### config.mk
export PLATFORM = sky130hd
export DESIGN_NAME = moesi_line_ctrl
export DESIGN_NICKNAME = d
export VERILOG_FILES = /design/src/rtl/moesi_pkg.sv /design/src/rtl/moesi_evt_decode.sv /design/src/rtl/moesi_next_logic.sv /design/src/rtl/moesi_line_ctrl.sv
export SDC_FILE = /design/constraint.sdc
export NUM_CORES = 1
export LEC_CHECK = 0
export BUFFER_PORTS_ARGS = -buffer_cell sky130_fd_sc_hd__buf_2
export CAP_MARGIN = 20
export CELL_PAD_IN_SITES_DETAIL_PLACEMENT = 1
export CELL_PAD_IN_SITES_GLOBAL_PLACEMENT = 1
export CORE_UTILIZATION = 40
export CTS_CLUSTER_DIAMETER = 100
export CTS_CLUSTER_SIZE = 25
export DETAILED_ROUTE_END_ITERATION = 10
export PLACE_DENSITY_LB_ADDON = 0.12
export SLEW_MARGIN = 20
export SYNTH_ARGS = -nofsm -noshare
export SYNTH_HDL_FRONTEND = slang
export SYNTH_SLANG_ARGS = --single-unit
### constraint.sdc
create_clock -name clk -period 4.2 [get_ports clk]
set_input_delay 0.42 -clock clk [delete_from_list [all_inputs] [get_ports clk]]
set_output_delay 0.42 -clock clk [all_outputs]
set_load 0.03 [all_outputs]
### src/rtl/moesi_pkg.sv
package moesi_pkg;

    localparam int NUM_EVT = 6;
    localparam int ST_W    = 3;

    typedef enum logic [ST_W-1:0] {
        ST_I = 3'd0,
        ST_S = 3'd1,
        ST_E = 3'd2,
        ST_O = 3'd3,
        ST_M = 3'd4
    } line_state_t;

    typedef enum logic [2:0] {
        EV_NONE = 3'd0,
        EV_LRD  = 3'd1,
        EV_LWR  = 3'd2,
        EV_LEV  = 3'd3,
        EV_BRD  = 3'd4,
        EV_BWR  = 3'd5,
        EV_BUPG = 3'd6
    } evt_t;

    typedef struct packed {
        logic req_rd;
        logic req_wr;
        logic req_upg;
        logic rsp_sh;
        logic rsp_dty;
        logic supply;
        logic wback;
        logic err;
    } act_t;

endpackage

### src/rtl/moesi_evt_decode.sv
module moesi_evt_decode
    import moesi_pkg::*;
#(
    parameter int N = NUM_EVT
) (
    input  logic [N-1:0] evt_vec,
    output evt_t         code,
    output logic         multi
);
    localparam int CW = $clog2(N + 1);

    logic [CW-1:0] cnt;

    always_comb begin
        cnt  = '0;
        code = EV_NONE;
        for (int i = 0; i < N; i++) begin
            if (evt_vec[i]) begin
                cnt  = cnt + CW'(1);
                code = evt_t'(i + 1);
            end
        end
        multi = (cnt > CW'(1));
        if (multi) code = EV_NONE;
    end

endmodule

### src/rtl/moesi_next_logic.sv
module moesi_next_logic
    import moesi_pkg::*;
(
    input  line_state_t cur,
    input  evt_t        code,
    input  logic        multi,
    input  logic        shared_in,
    output line_state_t nxt,
    output act_t        act
);
    always_comb begin
        nxt = cur;
        act = '0;
        if (multi) begin
            act.err = 1'b1;
        end else begin
            unique case (cur)
                ST_I: begin
                    case (code)
                        EV_LRD: begin
                            act.req_rd = 1'b1;
                            nxt = shared_in ? ST_S : ST_E;
                        end
                        EV_LWR: begin
                            act.req_wr = 1'b1;
                            nxt = ST_M;
                        end
                        EV_LEV:  act.err = 1'b1;
                        default: ;
                    endcase
                end
                ST_S: begin
                    case (code)
                        EV_LWR: begin
                            act.req_upg = 1'b1;
                            nxt = ST_M;
                        end
                        EV_LEV:  nxt = ST_I;
                        EV_BRD:  act.rsp_sh = 1'b1;
                        EV_BWR,
                        EV_BUPG: nxt = ST_I;
                        default: ;
                    endcase
                end
                ST_E: begin
                    case (code)
                        EV_LWR: nxt = ST_M;
                        EV_LEV: nxt = ST_I;
                        EV_BRD: begin
                            act.rsp_sh = 1'b1;
                            act.supply = 1'b1;
                            nxt = ST_S;
                        end
                        EV_BWR:  nxt = ST_I;
                        EV_BUPG: act.err = 1'b1;
                        default: ;
                    endcase
                end
                ST_O: begin
                    case (code)
                        EV_LWR: begin
                            act.req_upg = 1'b1;
                            nxt = ST_M;
                        end
                        EV_LEV: begin
                            act.wback = 1'b1;
                            nxt = ST_I;
                        end
                        EV_BRD: begin
                            act.rsp_sh  = 1'b1;
                            act.rsp_dty = 1'b1;
                            act.supply  = 1'b1;
                        end
                        EV_BWR: begin
                            act.rsp_dty = 1'b1;
                            act.supply  = 1'b1;
                            nxt = ST_I;
                        end
                        EV_BUPG: nxt = ST_I;
                        default: ;
                    endcase
                end
                ST_M: begin
                    case (code)
                        EV_LEV: begin
                            act.wback = 1'b1;
                            nxt = ST_I;
                        end
                        EV_BRD: begin
                            act.rsp_sh  = 1'b1;
                            act.rsp_dty = 1'b1;
                            act.supply  = 1'b1;
                            nxt = ST_O;
                        end
                        EV_BWR: begin
                            act.rsp_dty = 1'b1;
                            act.supply  = 1'b1;
                            nxt = ST_I;
                        end
                        EV_BUPG: act.err = 1'b1;
                        default: ;
                    endcase
                end
                default: begin
                    act.err = 1'b1;
                    nxt = ST_I;
                end
            endcase
        end
    end

endmodule

### src/rtl/moesi_line_ctrl.sv
module moesi_line_ctrl
    import moesi_pkg::*;
(
    input  logic       clk,
    input  logic       rst_n,
    input  logic       loc_rd,
    input  logic       loc_wr,
    input  logic       loc_evict,
    input  logic       snp_rd,
    input  logic       snp_wr,
    input  logic       snp_upg,
    input  logic       shared_in,
    output logic [2:0] state_q,
    output logic       bus_rd_req,
    output logic       bus_wr_req,
    output logic       bus_upg_req,
    output logic       resp_shared,
    output logic       resp_dirty,
    output logic       supply_data,
    output logic       write_back,
    output logic       err_flag
);
    line_state_t cur_q, nxt;
    evt_t        code;
    logic        multi;
    act_t        act;

    moesi_evt_decode #(.N(NUM_EVT)) u_dec (
        .evt_vec ({snp_upg, snp_wr, snp_rd, loc_evict, loc_wr, loc_rd}),
        .code    (code),
        .multi   (multi)
    );

    moesi_next_logic u_nxt (
        .cur       (cur_q),
        .code      (code),
        .multi     (multi),
        .shared_in (shared_in),
        .nxt       (nxt),
        .act       (act)
    );

    always_ff @(posedge clk or negedge rst_n) begin
        if (!rst_n) cur_q <= ST_I;
        else        cur_q <= nxt;
    end

    always_comb begin
        state_q     = cur_q;
        bus_rd_req  = act.req_rd;
        bus_wr_req  = act.req_wr;
        bus_upg_req = act.req_upg;
        resp_shared = act.rsp_sh;
        resp_dirty  = act.rsp_dty;
        supply_data = act.supply;
        write_back  = act.wback;
        err_flag    = act.err;
    end


    err_holds_state_chk: assert property (@(posedge clk) disable iff (!rst_n)
        err_flag |=> $stable(state_q));


    err_quiet_chk: assert property (@(posedge clk) disable iff (!rst_n)
        err_flag |-> !(bus_rd_req || bus_wr_req || bus_upg_req || supply_data || write_back));


    wb_to_invalid_chk: assert property (@(posedge clk) disable iff (!rst_n)
        write_back |=> state_q == 3'd0);


    upg_to_mod_chk: assert property (@(posedge clk) disable iff (!rst_n)
        bus_upg_req |=> state_q == 3'd4);


    supply_holder_chk: assert property (@(posedge clk) disable iff (!rst_n)
        supply_data |-> (state_q == 3'd2 || state_q == 3'd3 || state_q == 3'd4));


    one_req_chk: assert property (@(posedge clk) disable iff (!rst_n)
        $onehot0({bus_rd_req, bus_wr_req, bus_upg_req}));


    e_silent_wr_chk: assert property (@(posedge clk) disable iff (!rst_n)
        (state_q == 3'd2 && loc_wr && !err_flag) |-> !bus_upg_req);

endmodule

Word level (Yosys, flattened, before mapping) --
Index checks and enable logic that the tools add are counted.
Word-level totals: register bits 3, output and inout port bits 11, logic and storage cells 64
Operators by class: add/sub/neg operators 5, magnitude comparators 1, equality and inequality tests 14, muxes and demuxes 33, bitwise gates (word level) 1, reductions and logical operators 9
Operator list (number):
- 2-to-1 mux 3 bit | 9
- one-hot mux 3 bit (2 select lines) | 3
- adder 3 x 1 -> 3 bit (second input constant) | 4
- == test 3 x 2 -> 1 bit (second input constant) | 4
- == test 3 bit (second input constant) | 4
- one-hot mux 3 bit (4 select lines) | 1
- 2-to-1 mux 1 bit | 11
- 2-to-1 mux 2 bit | 5
- OR reduction 2 bit | 5
- one-hot mux 3 bit (3 select lines) | 1
- 2-to-1 mux 7 bit | 1
- == test 3 x 1 -> 1 bit (second input constant) | 2
- inequality test 3 x 2 -> 1 bit (second input constant) | 2
- AND reduction 5 bit | 1
- inequality test 4 x 2 -> 1 bit (second input constant) | 1
- OR reduction 4 bit | 1
- greater-than comparator 3 x 1 -> 1 bit (second input constant) | 1
- zero test 3 bit | 1
- inequality test 3 x 1 -> 1 bit (second input constant) | 1
- one-hot mux 1 bit (3 select lines) | 1
- OR reduction 3 bit | 1
- adder 1 x 1 -> 2 bit (second input constant) | 1
- one-hot mux 1 bit (2 select lines) | 1
- inverter 1 bit | 1

Logic depth before layout (Yosys ltp) --
word-level depth 18, mapped depth 17, depth with buffers taken out 17

By module --
Synthesis repeated with hierarchy kept, for this count alone.
Unflattened totals: cell total of the unflattened synthesis 107, area total of the unflattened synthesis 772.0 µm²
Modules (own cells, without submodules):
- moesi_evt_decode | times used 1, cells an instance 49, area an instance 374.1 µm², seq. area each 0.0 µm²
- moesi_next_logic | times used 1, cells an instance 55, area an instance 322.8 µm², seq. area each 0.0 µm²
- moesi_line_ctrl | times used 1, cells an instance 3, area an instance 75.1 µm², seq. area each 75.1 µm²

Worst setup path before layout --
Ideal clock, no wire load.
kind input to output, start point input loc_wr, end point output bus_rd_req, data arrival time 3.830 ns, required time 3.780 ns, path slack -0.050 ns, cell stages on the path 16, path buffers 1, cells stage by stage inv_1 ha_1 buf_6 xnor2_1 a21o_2 ha_1 nor2b_1 a31oi_1 nand2_1 inv_1 ha_1 o21ai_0 inv_1 o21ai_0 o211ai_1 nor4_1
On the way: word-level cells in the longest chain between the ends 15, elaborated cells between the ends (all ways) 20, those cells by class add/sub (4); order compare (1); eq/ne (1); mux (14)
RTL lines:
- from (decl) | RTL line moesi_line_ctrl.sv:7 | input logic loc_wr,
- 2-to-1 mux 3 bit | RTL line moesi_evt_decode.sv:18 | if (evt_vec[i]) begin
- adder 3 x 1 -> 3 bit | RTL line moesi_evt_decode.sv:19 | cnt = cnt + CW'(1);
- 2-to-1 mux 3 bit | RTL line moesi_evt_decode.sv:18
- adder 3 x 1 -> 3 bit | RTL line moesi_evt_decode.sv:19
- 2-to-1 mux 3 bit | RTL line moesi_evt_decode.sv:18
- adder 3 x 1 -> 3 bit | RTL line moesi_evt_decode.sv:19
- 2-to-1 mux 3 bit | RTL line moesi_evt_decode.sv:18
- adder 3 x 1 -> 3 bit | RTL line moesi_evt_decode.sv:19
- 2-to-1 mux 3 bit | RTL line moesi_evt_decode.sv:18
- greater-than comparator 3 x 1 -> 1 bit | RTL line moesi_evt_decode.sv:23 | multi = (cnt > CW'(1));
- 2-to-1 mux 3 bit | RTL line moesi_evt_decode.sv:24 | if (multi) code = EV_NONE;
- == test 3 x 1 -> 1 bit | RTL line moesi_next_logic.sv:19 | case (code)
- 2-to-1 mux 1 bit | RTL line moesi_next_logic.sv:19
- 2-to-1 mux 2 bit | RTL line moesi_next_logic.sv:17 | unique case (cur)
- 2-to-1 mux 7 bit (*) | RTL line moesi_next_logic.sv:14 | if (multi) begin
- to (decl) | RTL line moesi_line_ctrl.sv:14 | output logic bus_rd_req,
Mark *: on every way between the ends. The rest lies on a longest branch, timed or not.

Final worst setup path --
start point input loc_rd, end point output bus_rd_req
On the way: word-level cells in the longest chain between the ends 17, elaborated cells between the ends (all ways) 22, those cells by class add/sub (5); order compare (1); eq/ne (1); mux (15)
RTL lines:
- from (decl) | RTL line moesi_line_ctrl.sv:6 | input logic loc_rd,
- 2-to-1 mux 1 bit (*) | RTL line moesi_evt_decode.sv:18
- adder 1 x 1 -> 2 bit | RTL line moesi_evt_decode.sv:19
- 2-to-1 mux 3 bit | RTL line moesi_evt_decode.sv:18
- adder 3 x 1 -> 3 bit | RTL line moesi_evt_decode.sv:19
- 2-to-1 mux 3 bit | RTL line moesi_evt_decode.sv:18
- adder 3 x 1 -> 3 bit | RTL line moesi_evt_decode.sv:19
- 2-to-1 mux 3 bit | RTL line moesi_evt_decode.sv:18
- adder 3 x 1 -> 3 bit | RTL line moesi_evt_decode.sv:19
- 2-to-1 mux 3 bit | RTL line moesi_evt_decode.sv:18
- adder 3 x 1 -> 3 bit | RTL line moesi_evt_decode.sv:19
- 2-to-1 mux 3 bit | RTL line moesi_evt_decode.sv:18
- greater-than comparator 3 x 1 -> 1 bit | RTL line moesi_evt_decode.sv:23
- 2-to-1 mux 3 bit | RTL line moesi_evt_decode.sv:24
- == test 3 x 1 -> 1 bit | RTL line moesi_next_logic.sv:19
- 2-to-1 mux 1 bit | RTL line moesi_next_logic.sv:19
- 2-to-1 mux 2 bit | RTL line moesi_next_logic.sv:17
- 2-to-1 mux 7 bit (*) | RTL line moesi_next_logic.sv:14
Marks and branches as above.

==> impl_metrics.py <==
metrics = {
    "pwr": {
        "p_sw_share_pct": 51.7,
        "p_switching_uw": 197,
        "power_uw": 381,
        "p_per_area_mw_per_mm2": 339,
        "power_frac_seq_pct": 16.2,
        "power_leakage_uw": 0.000504,
        "clkPwrFrac_pct": 13.0,
        "p_comb_share_pct": 70.8,
        "p_int_uw": 184,
        "ir_worst_vdd_mv": 0.284,
    },
    "global_route": {
        "antenna_found_initial": 0,
        "grt_pass1_vias": 929,
        "grt_overflow_total": 0,
        "grt_max_degree": 14,
        "grt.total_usage_pct": 20.8,
        "grt_pass1_wl_mm": 4.12,
    },
    "yosys": {
        "syn_area_per_cell_um2": 8.46,
        "synth_top_family_by_area": "simple AND/OR/NAND/NOR gates",
        "synth_nets": 128,
        "synthFlopType": "dfrtp_1",
        "yosys.area.top_type": "ha_1",
        "yosysWarnings": 0,
        "synth_area_um2": 947,
        "synth-compound-area-share_pct": 25.8,
        "synthAdderAreaFrac_pct": 9.25,
        "synthTopCellsByArea": "ha_1 (9.2%), dfrtp_1 (7.9%), buf_6 (3.6%), mux2i_1 (3.2%), nor3_1 (3.2%)",
        "synth-seq-cells": 3,
        "synthTopCellsByCount": "nand2_1 (8), ha_1 (7), nor2_1 (7)",
        "yosysTopAreaCellShare_pct": 9.25,
        "synthArstFlopShare_pct": 100,
        "synth-simple-area-share_pct": 38.0,
        "synth_edf_count": 0,
        "seq_area_frac_synth_pct": 7.93,
        "yosysMostFrequentCell": "nand2_1",
        "syn_inst": 112,
        "yosysUniqueCellTypes": 55,
        "synth_mux_area_share_pct": 7.93,
        "yosys.area_share.xor_xnor_pct": 3.70,
    },
    "floorplanning": {
        "fp.dieW_um": 50.7,
        "die_y_um": 50.7,
        "die-area_mm2": 0.00257,
        "rows": 17,
        "start_util_pct": 42.8,
        "io_pins": 20,
        "core_area_mm2": 0.00221,
    },
    "sta": {
        "period_needed_ns": 3.91,
        "fin_skew_ns": 0.00316,
        "worst_pin_slew_ns": 0.455,
        "clock.fmax_ghz": 0.256,
        "slew_violations": 0,
        "rsz0062_at_grt": "no",
        "setup_viol": 0,
        "tns_ns": 0,
        "period_share_pct": 93.1,
        "final_hold_viol_count": 0,
        "worst_slew_margin_rel_pct": 68.8,
    },
    "final_layout": {
        "drive_gt1_share_pct": 33.3,
        "area_growth_pct": 18.9,
        "final_nets": 152,
        "largest_reg_flops": 3,
        "fin_area_mm2": 0.00113,
        "antenna_cells": 0,
    },
    "clocking": {
        "cts_root_buf": "clkbuf_4",
        "clock-sinks": 3,
        "cts_made_buffers": 3,
        "clk_pin_slew_ns": 0.04,
        "clockBufferDepth": 2,
        "cts_tree": "built",
        "clock_latency_ns": 0.23,
        "htreeDepth": 1,
    },
    "route": {
        "via_per_inst": 5.94,
        "drt_iter0_markers": 11,
        "vias": 969,
        "avgRoutedWirePerCell_um": 15.1,
        "drc": 0,
        "drt-total-wl_mm": 2.46,
        "antenna_left": 0,
        "dr.pass1.iters": 4,
    },
    "min_path": {
        "hold_path_class": "input port to asynchronous set/reset pin",
    },
    "placement": {
        "dp_hpwl_mm": 1.95,
        "numPortBuffers": 19,
        "gp_congestion": 0.828,
        "placed_area_mm2": 0.00107,
    },
    "setup_path": {
        "r2r-end": "state_q[0]",
        "arrival_ns": 3.49,
        "crit_chain": "buf_2, inv_1, ha_1, mux2i_4, xnor2_1, a21o_2, ha_1, nor2b_2, a31oi_2, nand2_1, inv_1, ha_1, o21ai_0, inv_1, o21ai_0, o211ai_1, nor4_2, buf_2",
        "critPathMaxStageDelay_ns": 0.32,
        "crit_fanout": 4,
        "end_kind": "primary output",
        "crit_slowest_cell": "ha_1",
        "r2r_cells": 6,
        "critPathKind": "input port to primary output",
        "reg2reg_slack_ns": 1.86,
        "reg2reg_from": "state_q[0]",
        "required_ns": 3.78,
        "worst_setup_path_start_kind": "input port",
    },
    "run_status": {
        "status": "finished clean",
    },
    "flow_run": {
        "maxCapViolCount": 0,
    },
}
[repair_timing]
action | in CTS | in global routing
resized for setup | 0 | 4
setup buffers | 0 | 1
endpoints found under the hold margin | 3 | 0
hold buffers | 1 | 0
setup endpoints to repair | 0 | 2
[cell families (layout without fill, tap and decap cells)]
family	count (synthesis)	in the layout
adder cells (fa/ha/maj)	7	7
XOR/XNOR	4	4
AO/OA/AOI/OAI	29	29
buffers and inverters	12	35
flip-flops	3	3
multiplexers	6	6
AND/OR/NAND/NOR	51	51
[worst max path at each step]
stage	from	endpoint	slack [ns]	cells past startpoint
finish	loc_rd	bus_rd_req	0.29	18
global route	loc_wr	bus_rd_req	0.04	18
CTS	loc_rd	err_flag	0.05	19
detailed placement	loc_rd	err_flag	0.07	19
global placement	loc_rd	err_flag	0.16	19
floorplan	loc_wr	err_flag	0.03	17
[layout make-up]
cell class / instances / area, um^2
flip-flops and latches: 3 / 75.1
multi-input cells: 97 / 822
repair buffers: 25 / 145
inverters: 6 / 22.5
well taps: 28 / 35.0
fillers: 283 / 1090
clock buffers: 4 / 26.3
[critical path, delay by kind of cell]
kind / cells / cell delay (ns)
buffers and inverters: 5 / 0.58
AND/OR/NAND/NOR: 3 / 0.45
AO/OA/AOI/OAI: 5 / 0.97
adder cells (fa/ha/maj): 3 / 0.78
XOR/XNOR: 1 / 0.10
multiplexers: 1 / 0.20
[stage by stage]
step | worst slack [ns] | utilization (%) | instances | hold WS [ns]
global placement | 0.164 | 48.2 | 157 | 0.214
detailed placement | 0.0709 | 48.2 | 157 | 0.217
CTS | 0.0485 | 49.8 | 162 | 0.507
floorplan | 0.0301 | - | 112 | 0.124
finish | 0.289 | 50.9 | 163 | 0.516
global route | 0.0374 | 50.9 | 163 | 0.535
[power by group through the flow]
stage	Combinational [uW]	Clock [uW]	Sequential, uW
2_1_floorplan	196	0	64.5
3_3_place_gp	251	0	60.5
3_5_place_dp	257	0	61.5
4_1_cts	261	51.3	61.1
5_1_grt	296	55.8	66.0
6_report	270	49.7	61.6
[layer usage]
| metal | track usage, % | up-vias | routed length [um] |
|---|---|---|---|
| met5 | 0 | - | 0 |
| met4 | 6.48 | 0 | 29 |
| met2 | 35.3 | 18 | 1220 |
| met1 | 27.2 | 471 | 1160 |
| li1 | - | 476 | - |
| met3 | 2.12 | 4 | 44 |
[layout by cell type (no fill, tap or decap), types with 4 or more instances in the layout]
cell      Yosys  final
nand2_1       8      8
buf_2         2     18
nor2_1        7      7
ha_1          7      7
nor3_1        6      5
o21ai_0       4      4
a21oi_1       4      4
inv_1         6      6
buf_4         0      6
nand2b_1      4      4
Note: power is estimated with default switching activity, not from simulation.
